`src/rtl/pnor_pkg.sv`:
```
// Shared types and constants for the paged NOR flash sequencer.
// Assumes a byte-wide command-set flash and an 8-bit system register whose
// bits 6:4 hold the window page.
package pnor_pkg;

    typedef enum logic [1:0] {
        OP_READ = 2'd0,
        OP_PROG = 2'd1,
        OP_ERZ  = 2'd2,
        OP_ERA  = 2'd3
    } op_e;

    localparam logic [7:0] CMD_ARRAY  = 8'hFF;
    localparam logic [7:0] CMD_PROG   = 8'h10;
    localparam logic [7:0] CMD_CLRST  = 8'h50;
    localparam logic [7:0] CMD_ESETUP = 8'h20;
    localparam logic [7:0] CMD_ECONF  = 8'hD0;

    localparam int         ST_READY_BIT = 7;
    localparam logic [7:0] ST_ERR_MASK  = 8'h38;
    localparam logic [7:0] SYS_KEEP     = 8'h8F;
    localparam int         SYS_PAGE_LSB = 4;

    typedef enum logic [3:0] {
        S_IDLE, S_CHK, S_PAGE, S_RD, S_PRD, S_PCMD, S_PDAT,
        S_ECMD1, S_ECMD2, S_POLL, S_CLR, S_RDM, S_VRF, S_DONE
    } state_e;

endpackage

```
`src/rtl/pnor_addr_map.sv`:
```
// Address decoder: turns a linear byte address or a zone number into the
// window page, the window offset and a range error.
// Assumes ZSEL_W > PAGE_W + BLK_W and ADDR_W > OFF_W + PAGE_W.
module pnor_addr_map
    import pnor_pkg::*;
#(
    parameter int ADDR_W = 24,
    parameter int PAGE_W = 3,
    parameter int OFF_W  = 18,
    parameter int BLK_W  = 2,
    parameter int ZSEL_W = 8
) (
    input  op_e                op,
    input  logic [ADDR_W-1:0]  addr,
    input  logic [ZSEL_W-1:0]  zone,
    output logic [PAGE_W-1:0]  page,
    output logic [OFF_W-1:0]   offset,
    output logic               range_err
);
    localparam int ZONE_W = PAGE_W + BLK_W;
    localparam int BLK_SH = OFF_W - BLK_W;

    logic is_erase;
    logic zone_bad;
    logic addr_bad;

    // Pick between zone decode and linear decode.
    always_comb begin
        is_erase = (op == OP_ERZ) || (op == OP_ERA);
        zone_bad = |zone[ZSEL_W-1:ZONE_W];
        addr_bad = |addr[ADDR_W-1:OFF_W+PAGE_W];
        if (is_erase) begin
            page      = zone[ZONE_W-1:BLK_W];
            offset    = {zone[BLK_W-1:0], {BLK_SH{1'b0}}};
            range_err = zone_bad;
        end else begin
            page      = addr[OFF_W+PAGE_W-1:OFF_W];
            offset    = addr[OFF_W-1:0];
            range_err = addr_bad;
        end
    end

endmodule

```
`src/rtl/pnor_poll_timer.sv`:
```
// Status-poll watchdog: counts poll cycles after a start pulse and flags
// when the limit-th poll is under way. Assumes limit >= 1.
module pnor_poll_timer #(
    parameter int CNT_W = 18
) (
    input  logic             clk,
    input  logic             rst_n,
    input  logic             start,
    input  logic             run,
    input  logic [CNT_W-1:0] limit,
    output logic             expired
);
    logic [CNT_W-1:0] cnt;

    assign expired = (cnt >= limit - 1'b1);

    // Poll counter, cleared by start, held once the limit is reached.
    always_ff @(posedge clk) begin
        if (!rst_n)                cnt <= '0;
        else if (start)            cnt <= '0;
        else if (run && !expired)  cnt <= cnt + 1'b1;
    end

    AST_TMO_BOUND: assert property (@(posedge clk) disable iff (!rst_n)
        run |-> (cnt < limit));

endmodule

```
`src/rtl/pnor_bad_mask.sv`:
```
// Unusable-zone mask: marks one zone or all zones; only reset clears it.
module pnor_bad_mask #(
    parameter int ZONES  = 32,
    parameter int ZONE_W = 5
) (
    input  logic              clk,
    input  logic              rst_n,
    input  logic              set_one,
    input  logic              set_all,
    input  logic [ZONE_W-1:0] zone,
    output logic [ZONES-1:0]  mask
);
    // Accumulate failure marks.
    always_ff @(posedge clk) begin
        if (!rst_n)        mask <= '0;
        else if (set_all)  mask <= '1;
        else if (set_one)  mask <= mask | (ZONES'(1) << zone);
    end

    AST_MASK_GROWS: assert property (@(posedge clk) disable iff (!rst_n)
        1'b1 |=> ((mask & $past(mask)) == $past(mask)));

    AST_MASK_ONE: assert property (@(posedge clk) disable iff (!rst_n)
        (set_one && !set_all) |=> ((mask ^ $past(mask)) & ~(ZONES'(1) << $past(zone))) == '0);

    AST_MASK_ALL: assert property (@(posedge clk) disable iff (!rst_n)
        set_all |=> (&mask));

endmodule

```
`src/rtl/pnor_seq.sv`:
```
// Paged NOR flash command sequencer (top). Accepts one host request at a
// time. It sets the window page, sends command cycles, polls status with a
// timeout, cleans up with clear-status and array mode, and keeps the
// unusable-zone mask. Assumes fl_rdata is valid in the cycle fl_re is high.
module pnor_seq
    import pnor_pkg::*;
#(
    parameter int ADDR_W    = 24,
    parameter int PAGE_W    = 3,
    parameter int OFF_W     = 18,
    parameter int BLK_W     = 2,
    parameter int PROG_TMO  = 4000,
    parameter int ERASE_TMO = 400000
) (
    input  logic                          clk,
    input  logic                          rst_n,
    input  logic                          req_valid,
    output logic                          req_ready,
    input  logic [1:0]                    req_op,
    input  logic [ADDR_W-1:0]             req_addr,
    input  logic [7:0]                    req_wdata,
    output logic                          done,
    output logic                          err,
    output logic [7:0]                    rdata,
    output logic [(1<<(PAGE_W+BLK_W))-1:0] unusable,
    input  logic [7:0]                    sys_reg_in,
    output logic [7:0]                    sys_reg_wdata,
    output logic                          sys_reg_we,
    output logic [OFF_W-1:0]              fl_addr,
    output logic [7:0]                    fl_wdata,
    output logic                          fl_we,
    output logic                          fl_re,
    input  logic [7:0]                    fl_rdata
);
    localparam int ZONE_W  = PAGE_W + BLK_W;
    localparam int ZONES   = 1 << ZONE_W;
    localparam int ZSEL_W  = 8;
    localparam int TMO_MAX = (PROG_TMO > ERASE_TMO) ? PROG_TMO : ERASE_TMO;
    localparam int CNT_W   = $clog2(TMO_MAX + 1);

    state_e              state;
    op_e                 op_q;
    logic [ADDR_W-1:0]   addr_q;
    logic [7:0]          data_q;
    logic [ZSEL_W-1:0]   zone_q;
    logic                fail_q;
    logic                err_q;
    logic [7:0]          rdata_q;

    logic [PAGE_W-1:0]   page;
    logic [OFF_W-1:0]    offset;
    logic                range_err;
    logic                tmo;
    logic [CNT_W-1:0]    tmo_limit;
    logic                mark_one;
    logic                mark_all;
    logic                st_ready;
    logic                st_fail;

    pnor_addr_map #(
        .ADDR_W(ADDR_W), .PAGE_W(PAGE_W), .OFF_W(OFF_W),
        .BLK_W(BLK_W), .ZSEL_W(ZSEL_W)
    ) u_map (
        .op(op_q), .addr(addr_q), .zone(zone_q),
        .page(page), .offset(offset), .range_err(range_err)
    );

    assign tmo_limit = (op_q == OP_PROG) ? CNT_W'(PROG_TMO) : CNT_W'(ERASE_TMO);

    pnor_poll_timer #(.CNT_W(CNT_W)) u_tmr (
        .clk(clk), .rst_n(rst_n),
        .start((state == S_PDAT) || (state == S_ECMD2)),
        .run(state == S_POLL),
        .limit(tmo_limit),
        .expired(tmo)
    );

    pnor_bad_mask #(.ZONES(ZONES), .ZONE_W(ZONE_W)) u_mask (
        .clk(clk), .rst_n(rst_n),
        .set_one(mark_one), .set_all(mark_all),
        .zone(zone_q[ZONE_W-1:0]), .mask(unusable)
    );

    // Status byte decode.
    assign st_ready = fl_rdata[ST_READY_BIT];
    assign st_fail  = |(fl_rdata & ST_ERR_MASK);

    // Mask updates happen when a failed sequence finishes its cleanup.
    assign mark_one = (state == S_RDM) && fail_q && (op_q == OP_ERZ);
    assign mark_all = (state == S_RDM) && fail_q && (op_q != OP_ERZ);

    // Bus-side outputs decoded from the state.
    always_comb begin
        req_ready     = (state == S_IDLE);
        done          = (state == S_DONE);
        err           = err_q;
        rdata         = rdata_q;
        sys_reg_we    = (state == S_PAGE);
        sys_reg_wdata = (sys_reg_in & SYS_KEEP) | ((8'(page) << SYS_PAGE_LSB) & ~SYS_KEEP);
        fl_addr       = offset;
        fl_re         = (state == S_RD) || (state == S_PRD) ||
                        (state == S_POLL) || (state == S_VRF);
        fl_we         = 1'b0;
        fl_wdata      = CMD_ARRAY;
        unique case (state)
            S_PCMD:  begin fl_we = 1'b1; fl_wdata = CMD_PROG;   end
            S_PDAT:  begin fl_we = 1'b1; fl_wdata = data_q;     end
            S_ECMD1: begin fl_we = 1'b1; fl_wdata = CMD_ESETUP; end
            S_ECMD2: begin fl_we = 1'b1; fl_wdata = CMD_ECONF;  end
            S_CLR:   begin fl_we = 1'b1; fl_wdata = CMD_CLRST;  end
            S_RDM:   begin fl_we = 1'b1; fl_wdata = CMD_ARRAY;  end
            default: ;
        endcase
    end

    // Request sequencer.
    always_ff @(posedge clk) begin
        if (!rst_n) begin
            state   <= S_IDLE;
            op_q    <= OP_READ;
            addr_q  <= '0;
            data_q  <= '0;
            zone_q  <= '0;
            fail_q  <= 1'b0;
            err_q   <= 1'b0;
            rdata_q <= '0;
        end else begin
            unique case (state)
                S_IDLE: if (req_valid) begin
                    op_q   <= op_e'(req_op);
                    addr_q <= req_addr;
                    data_q <= req_wdata;
                    zone_q <= (op_e'(req_op) == OP_ERA) ? '0 : req_addr[ZSEL_W-1:0];
                    err_q  <= 1'b0;
                    fail_q <= 1'b0;
                    state  <= S_CHK;
                end
                S_CHK: begin
                    if (range_err) begin
                        err_q <= 1'b1;
                        state <= S_DONE;
                    end else begin
                        state <= S_PAGE;
                    end
                end
                S_PAGE: begin
                    unique case (op_q)
                        OP_READ: state <= S_RD;
                        OP_PROG: state <= S_PRD;
                        default: state <= S_ECMD1;
                    endcase
                end
                S_RD: begin
                    rdata_q <= fl_rdata;
                    state   <= S_DONE;
                end
                S_PRD: begin
                    if ((~fl_rdata & data_q) != 8'h00) begin
                        err_q <= 1'b1;
                        state <= S_DONE;
                    end else if (fl_rdata == data_q) begin
                        state <= S_DONE;
                    end else begin
                        state <= S_PCMD;
                    end
                end
                S_PCMD:  state <= S_PDAT;
                S_PDAT:  state <= S_POLL;
                S_ECMD1: state <= S_ECMD2;
                S_ECMD2: state <= S_POLL;
                S_POLL: begin
                    if (st_ready) begin
                        fail_q <= st_fail;
                        state  <= S_CLR;
                    end else if (tmo) begin
                        fail_q <= 1'b1;
                        state  <= S_CLR;
                    end
                end
                S_CLR: state <= S_RDM;
                S_RDM: begin
                    if (fail_q) begin
                        err_q <= 1'b1;
                        state <= S_DONE;
                    end else if (op_q == OP_PROG) begin
                        state <= S_VRF;
                    end else if (op_q == OP_ERA && zone_q != ZSEL_W'(ZONES - 1)) begin
                        zone_q <= zone_q + 1'b1;
                        state  <= S_PAGE;
                    end else begin
                        state <= S_DONE;
                    end
                end
                S_VRF: begin
                    if (fl_rdata != data_q) err_q <= 1'b1;
                    state <= S_DONE;
                end
                S_DONE:  state <= S_IDLE;
                default: state <= S_IDLE;
            endcase
        end
    end

    AST_ERASE_PAIR: assert property (@(posedge clk) disable iff (!rst_n)
        (fl_we && fl_wdata == CMD_ESETUP && state == S_ECMD1)
        |=> (fl_we && fl_wdata == CMD_ECONF && $stable(fl_addr)));

    AST_CLEAN_PAIR: assert property (@(posedge clk) disable iff (!rst_n)
        (fl_we && fl_wdata == CMD_CLRST)
        |=> (fl_we && fl_wdata == CMD_ARRAY && $stable(fl_addr)));

    AST_IDLE_QUIET: assert property (@(posedge clk) disable iff (!rst_n)
        req_ready |-> (!fl_we && !fl_re && !done));

    AST_DONE_PULSE: assert property (@(posedge clk) disable iff (!rst_n)
        done |=> (!done && req_ready));

    AST_RANGE_NO_SYS: assert property (@(posedge clk) disable iff (!rst_n)
        (state == S_CHK && range_err) |=> (!sys_reg_we && !fl_we));

endmodule

```
`config.mk`:
```
export PLATFORM = sky130hd
export DESIGN_NAME = pnor_seq
export DESIGN_NICKNAME = d
export VERILOG_FILES = /design/src/rtl/pnor_pkg.sv /design/src/rtl/pnor_addr_map.sv /design/src/rtl/pnor_poll_timer.sv /design/src/rtl/pnor_bad_mask.sv /design/src/rtl/pnor_seq.sv
export SDC_FILE = /design/constraint.sdc
export NUM_CORES = 1
export LEC_CHECK = 0
export CORE_ASPECT_RATIO = 0.7
export CORE_MARGIN = 8
export CORE_UTILIZATION = 50
export DETAILED_ROUTE_END_ITERATION = 6
export GPL_TIMING_DRIVEN = 1
export PLACE_DENSITY = 0.9
export SLEW_MARGIN = 20
export SYNTH_ARGS = -nofsm -noshare
export SYNTH_HDL_FRONTEND = slang
export SYNTH_SLANG_ARGS = --single-unit
```
`constraint.sdc`:
```
create_clock -name clk -period 3.25 [get_ports clk]
set_clock_uncertainty 0.2 [all_clocks]
set_input_delay 0.4875 -clock clk [delete_from_list [all_inputs] [get_ports clk]]
set_output_delay 0.4875 -clock clk [all_outputs]
set_load 0.005 [all_outputs]
```
After elaboration in Yosys (flattened, before gate mapping)
Index checks and enable logic that the tools add are counted.
Widths: inputs -> output; s select.

cells by class
  add/subtract/negate cells = 3
  multipliers = 0
  divide/modulo/power cells = 0
  $lt $le $gt $ge = 1
  equality and inequality tests = 30
  shift-type cells = 1
  multiplexer cells = 34
  bitwise operators = 5
  reductions and logical operators = 30

operator list
  operator               number
  $mux 32                2
  $pmux 4 s11            1
  $mux 8                 5
  $pmux 8 s5             1
  $mux 4                 9
  $or 32x32->32          1
  $shl 1x5->32 const A   1
  $eq 4x4->1 const B     6
  $add 19x1->19 const B  1
  $ge 19x19->1           1
  $mux 19                1
  $sub 19x1->19 const B  1
  $mux 18                1
  $eq 4x3->1 const B     4
  $pmux 8 s2             1
  $ne 2x2->1 const B     6
  $mux 1                 9
  $reduce_or 3->1        3
  $add 8x1->8 const B    1
  $and 8x8->8            1
  $eq 4x2->1 const B     2
  $eq 8x8->1             1
  $ne 8x5->1 const B     1
  $ne 8x8->1             1
  26 further kinds       43

storage, ports and cells
  bits in registers = 107
  bits in latches = 0
  bits in writable memories = 0
  bits in read-only memories = 0
  input port bits = 53
  output and inout port bits = 80
  word-level logic and storage cells = 114
  memories = 0

Logic depth before layout (Yosys ltp)
Gate-level depths: netlist of the first run.

  depth in word-level cells = 7
  gate-level depth with buffers = 12
  mapped depth without buffers = 10

Cells and area by module
A second synthesis of the first run with hierarchy kept.

second synthesis, totals
  cell total of the unflattened synthesis = 755
  area total of the unflattened synthesis = 5970.7 um2

modules (own cells, without submodules)
  module           times used  cells each  area each (um2)  seq. area each (um2)
  pnor_seq         1           398         2939.1           1121.1
  pnor_poll_timer  1           212         1704.1           380.4
  pnor_bad_mask    1           119         1126.1           640.6
  pnor_addr_map    1           26          201.4            0.0

Worst setup path after synthesis of the first run
Ideal clock, no wire load.

  path type = register -> register
  start point = reg op_q[0]
  end point = reg u_tmr.cnt[5]
  library setup time = 0.128 ns
  data arrival time = 2.154 ns
  required time = 2.922 ns
  setup slack = 0.769 ns
  stages on the path, launching flop included = 13
  path buffers = 2
  period minus slack after synthesis = 2.481 ns
  cell sequence = dfxtp_1 and2b_1 buf_6 inv_4 ha_1 a21oi_1 nor3b_1 a221oi_1 nor2_1 buf_4 nor4_1 xnor2_1 nor2_1

between the ends
  cells in the longest elaborated chain, start to end = 6

ends and longest elaborated chain
  item                    RTL line               source
  from (decl)             pnor_seq.sv:42         op_e op_q;
  from (signal assigned)  pnor_seq.sv:130        op_q <= op_e'(req_op);
  $eq 2x1->1              pnor_seq.sv:68         assign tmo_limit = (op_q == OP_PROG) ? CNT_W'(PROG_TMO) : CNT_W'(ERASE_TMO);
  $mux 19                 pnor_seq.sv:68
  $sub 19x1->19           pnor_poll_timer.sv:15  assign expired = (cnt >= limit - 1'b1);
  $ge 19x19->1            pnor_poll_timer.sv:15
  $logic_not 1->1         pnor_poll_timer.sv:21  else if (run && !expired) cnt <= cnt + 1'b1;
  $logic_and 1x1->1       pnor_poll_timer.sv:21
  to (signal assigned)    pnor_poll_timer.sv:21
  to (decl)               pnor_poll_timer.sv:13  logic [CNT_W-1:0] cnt;

Every way passes these cells.
A chain may end at the register's enable or synchronous reset.

Worst setup path in the final report of the first run
  start point = reg op_q[1]
  end point = reg u_tmr.cnt[9]

Same word-level chain as after synthesis.

==> out/summary.json, run 1 <==
{
  "run_status": {"value": "completed"},
  "critical_path_cell_by_cell": {"value": "and2b_1 > inv_4 > ha_1 > a21oi_1 > nor3b_1 > a221oi_1 > nor2_1 > nor2_1 > a31oi_1 > a41o_1"},
  "class_of_the_most_critical_setup_path": {"value": "reg -> reg"},
  "clk_pwr_share": {"value": 23.2, "unit": "%"},
  "finalWeightedCongestion": {"value": 0.900},
  "fill_cells": {"value": 915},
  "area_of_the_die": {"value": 0.0150, "unit": "mm²"},
  "synth-edff-count": {"value": 0},
  "post_drt_via_cell_ratio": {"value": 5.52},
  "maxCapViolCount": {"value": 0},
  "sw_frac_of_total": {"value": 37.2, "unit": "%"},
  "final-hold-violation-count": {"value": 0},
  "post-place-ws": {"value": 331, "unit": "ps"},
  "drc": {"value": 0},
  "critPathArrivalTime": {"value": 3000, "unit": "ps"},
  "cp_common_cell": {"value": "sky130_fd_sc_hd__nor2_1"},
  "synthFlopType": {"value": "sky130_fd_sc_hd__dfxtp_1"},
  "cts-htree-levels": {"value": 3},
  "floorplan.io_pins": {"value": 133},
  "initial_core_util": {"value": 51.4, "unit": "%"},
  "ir_worst_vdd": {"value": 0.364, "unit": "mV"},
  "grt_start_max_net_pins": {"value": 47},
  "power_per_cell_area": {"value": 607, "unit": "mW/mm²"},
  "grt_first_pass_wirelength": {"value": 25300, "unit": "µm"},
  "cts_tree": {"value": "yes"},
  "antenna_found_initial": {"value": 0},
  "maximum_fanout_along_the_worst_path": {"value": 9},
  "postRouteAntennaNets": {"value": 0},
  "end_kind": {"value": "flop"},
  "power.sequential.fraction": {"value": 37.9, "unit": "%"},
  "min-delay-path-class": {"value": "reg -> reg"},
  "ctsResizeCount": {"value": 0},
  "avgSynthCellArea": {"value": 8.01, "unit": "µm²"},
  "mappedNetlistNets": {"value": 777},
  "rsz_0062_raised_after_global_routing": {"value": "false"},
  "critical_path.reg2reg.startpoint": {"value": "op_q[1]"},
  "ys_types": {"value": 58},
  "drtIter0Drc": {"value": 548},
  "numCtsBuffers": {"value": 9},
  "ffs_w_async_s_r_synth": {"value": 0, "unit": "%"},
  "syn_area": {"value": 0.00565, "unit": "mm²"},
  "dr_total_vias": {"value": 5286},
  "globalRouteOverflowTotal": {"value": 0},
  "port_buffers": {"value": 119},
  "synth_common_cells": {"value": "sky130_fd_sc_hd__nand2_1 (118), sky130_fd_sc_hd__dfxtp_1 (107), sky130_fd_sc_hd__a21oi_1 (56)"},
  "post_dp_cell_area": {"value": 0.00692, "unit": "mm²"},
  "chipWidth": {"value": 143, "unit": "µm"},
  "slew_viol_final": {"value": 0},
  "layout-area-overhead-vs-synth": {"value": 27.2, "unit": "%"},
  "critPathRequiredTime": {"value": 3300, "unit": "ps"},
  "detailedRoute.firstPassIterationCount": {"value": 5},
  "leakagePower": {"value": 2.60, "unit": "nW"},
  "tcrit_tclk_final": {"value": 90.8, "unit": "%"},
  "post-route-worst-setup-slack": {"value": 298, "unit": "ps"},
  "synth_top_area_share": {"value": 37.9, "unit": "%"},
  "max_slew_margin": {"value": 49.0, "unit": "%"},
  "avgRoutedWirePerCell": {"value": 16.1, "unit": "µm"},
  "synth_cells": {"value": 706},
  "finish.instance_area": {"value": 0.00719, "unit": "mm²"},
  "synthMostInstantiatedCell": {"value": "sky130_fd_sc_hd__nand2_1"},
  "transition_time_at_the_pin_with_the_least_slew_margin": {"value": 764, "unit": "ps"},
  "clkSinkCount": {"value": 107},
  "clock_pin_slew_worst_setup_and_hold_paths": {"value": 70, "unit": "ps"},
  "number_of_buffers_on_the_longest_clock_path": {"value": 2},
  "worstRegToRegCells": {"value": 10},
  "floorplan.rows": {"value": 32},
  "fin_nets": {"value": 871},
  "post-place-cells": {"value": 942},
  "ctsHoldBuffers": {"value": 0},
  "yosysTopAreaCell": {"value": "sky130_fd_sc_hd__dfxtp_1"},
  "post_cts_buffers": {"value": 0},
  "p_switching": {"value": 1.62, "unit": "mW"},
  "timing.hold.worst_path_depth": {"value": 2},
  "fin_cells": {"value": 958},
  "critical-path-slowest-cell": {"value": "sky130_fd_sc_hd__nor2_1"},
  "first_global_vias": {"value": 5017},
  "timing.setup.tns": {"value": 0, "unit": "ps"},
  "clk-insertion-delay-late": {"value": 350, "unit": "ps"},
  "power_frac_comb": {"value": 38.9, "unit": "%"},
  "half_perimeter_wire_length_after_detailed_placement": {"value": 11300, "unit": "µm"},
  "yosysWarnings": {"value": 0},
  "setup-violations-final": {"value": 0},
  "worstHoldStart": {"value": "addr_q[6]"},
  "post_route_cells_drive_above_1_share": {"value": 6.83, "unit": "%"},
  "utilization": {"value": 65.3, "unit": "%"},
  "fin_crit_period": {"value": 2950, "unit": "ps"},
  "clk_root_buffer_cell": {"value": "sky130_fd_sc_hd__clkbuf_16"},
  "intPower": {"value": 2.74, "unit": "mW"},
  "worst_path_largest_cell_delay": {"value": 490, "unit": "ps"},
  "coreArea": {"value": 0.0110, "unit": "mm²"},
  "worstSetupStartpoint": {"value": "op_q[1]"},
  "total_power_consumption": {"value": 4.36, "unit": "mW"},
  "ys_seq_elements": {"value": 107},
  "worstSetupStartpointType": {"value": "flop"},
  "final_hold_slack": {"value": 257, "unit": "ps"},
  "die_y": {"value": 105, "unit": "µm"},
  "antenna-diode-count": {"value": 0},
  "yosysSeqAreaShare": {"value": 37.9, "unit": "%"},
  "globalRouteTotalUtil": {"value": 20.6, "unit": "%"},
  "max_clock_freq": {"value": 339, "unit": "MHz"},
  "wirelength": {"value": 15400, "unit": "µm"},
  "synth.top_cells.by_area": {"value": "sky130_fd_sc_hd__dfxtp_1 (38%), sky130_fd_sc_hd__nand2_1 (7.8%), sky130_fd_sc_hd__a21oi_1 (5.0%)"}
}
[cells in the final DEF, fill, tap and decap left out, drive strengths merged, types with 2 or more instances in the layout]
cell,count
and4,4
o22ai,2
a31o,3
clkinv,2
nand2b,9
a22oi,4
nand2,118
dfxtp,107
and3,8
o211ai,3
a21oi,56
a31oi,8
and2b,2
a21o,4
a211oi,2
clkinvlp,3
or2,2
buf,18
mux2,5
clkdlybuf4s50,118
a21boi,36
nand3,27
ha,18
o21a,32
nor2b,37
nor2,36
clkbuf,10
nor3,11
nand4,11
inv,26
nand3b,3
o31ai,2
mux2i,9
and2,8
xnor2,14
o21ai,23
nor4,12
[power by group through the flow]
stage          Combinational [mW]  Clock, mW  Sequential [mW]
3_3_place_gp                 1.64          0             1.67
2_1_floorplan                1.06          0             1.61
3_5_place_dp                 1.67          0             1.68
6_report                     1.70       1.01             1.65
5_1_grt                      1.87       1.09             1.68
4_1_cts                      1.69       1.03             1.65
[final timing paths]
path         slack (ps)      endpoint
max                 300  u_tmr.cnt[9]
min reg2reg         260     addr_q[6]
min                 260     addr_q[6]
max reg2reg         300  u_tmr.cnt[9]
[registers in the layout (all words and copies together), names as in the netlist]
register and flops:
addr_q 24, data_q 8, err 1, fail_q 1, op_q 2, rdata 8
state 4, u_mask.mask 32, u_tmr.cnt 19, zone_q 8
[routing by layer]
metal  global-route usage, %  vias to the layer above  routed length [µm]
met3                    7.32                       18                1700
li1                        -                     2611                   -
met5                       0                        -                   0
met1                    27.5                     2441                7000
met2                    30.3                      216                6530
met4                    5.97                        0                 218
[worst max-delay path: cells and delay by family, from the launching register on]
kind | cells | cell delay (ps)
fa+ha+maj | 1 | 320
buf+inv | 1 | 90
simple gates | 4 | 1100
flops | 1 | 320
compound gates | 4 | 810
[layout make-up]
cell class | instances | area (µm²) | area share [%]
Clock buffer | 10 | 229 | 3.18
Inverter | 25 | 96.3 | 1.34
Timing Repair Buffer | 136 | 1310 | 18.3
Clock inverter | 6 | 41.3 | 0.574
Multi-Input combinational cell | 521 | 3180 | 44.2
Sequential cell | 107 | 2140 | 29.8
Tap cell | 153 | 191 | 2.66
[kinds of logic (layout without fill, tap and decap cells)]
group           after synthesis  after routing  synth area share [%]
compound gates              184            184                  21.4
xor+xnor                     14             14                  2.17
fa+ha+maj                    18             18                  3.98
buf+inv                      78            177                  5.97
flops                       107            107                  37.9
mux                          14             14                  2.59
simple gates                291            291                  26.0
(Power assumes the default switching activity.)
==> inputs of run 2 (changes only) <==
CTS_CLUSTER_SIZE = 25   (was unset)
==> results of run 2 <==
Final layout, timing and power as in run 1 (identical DEF).
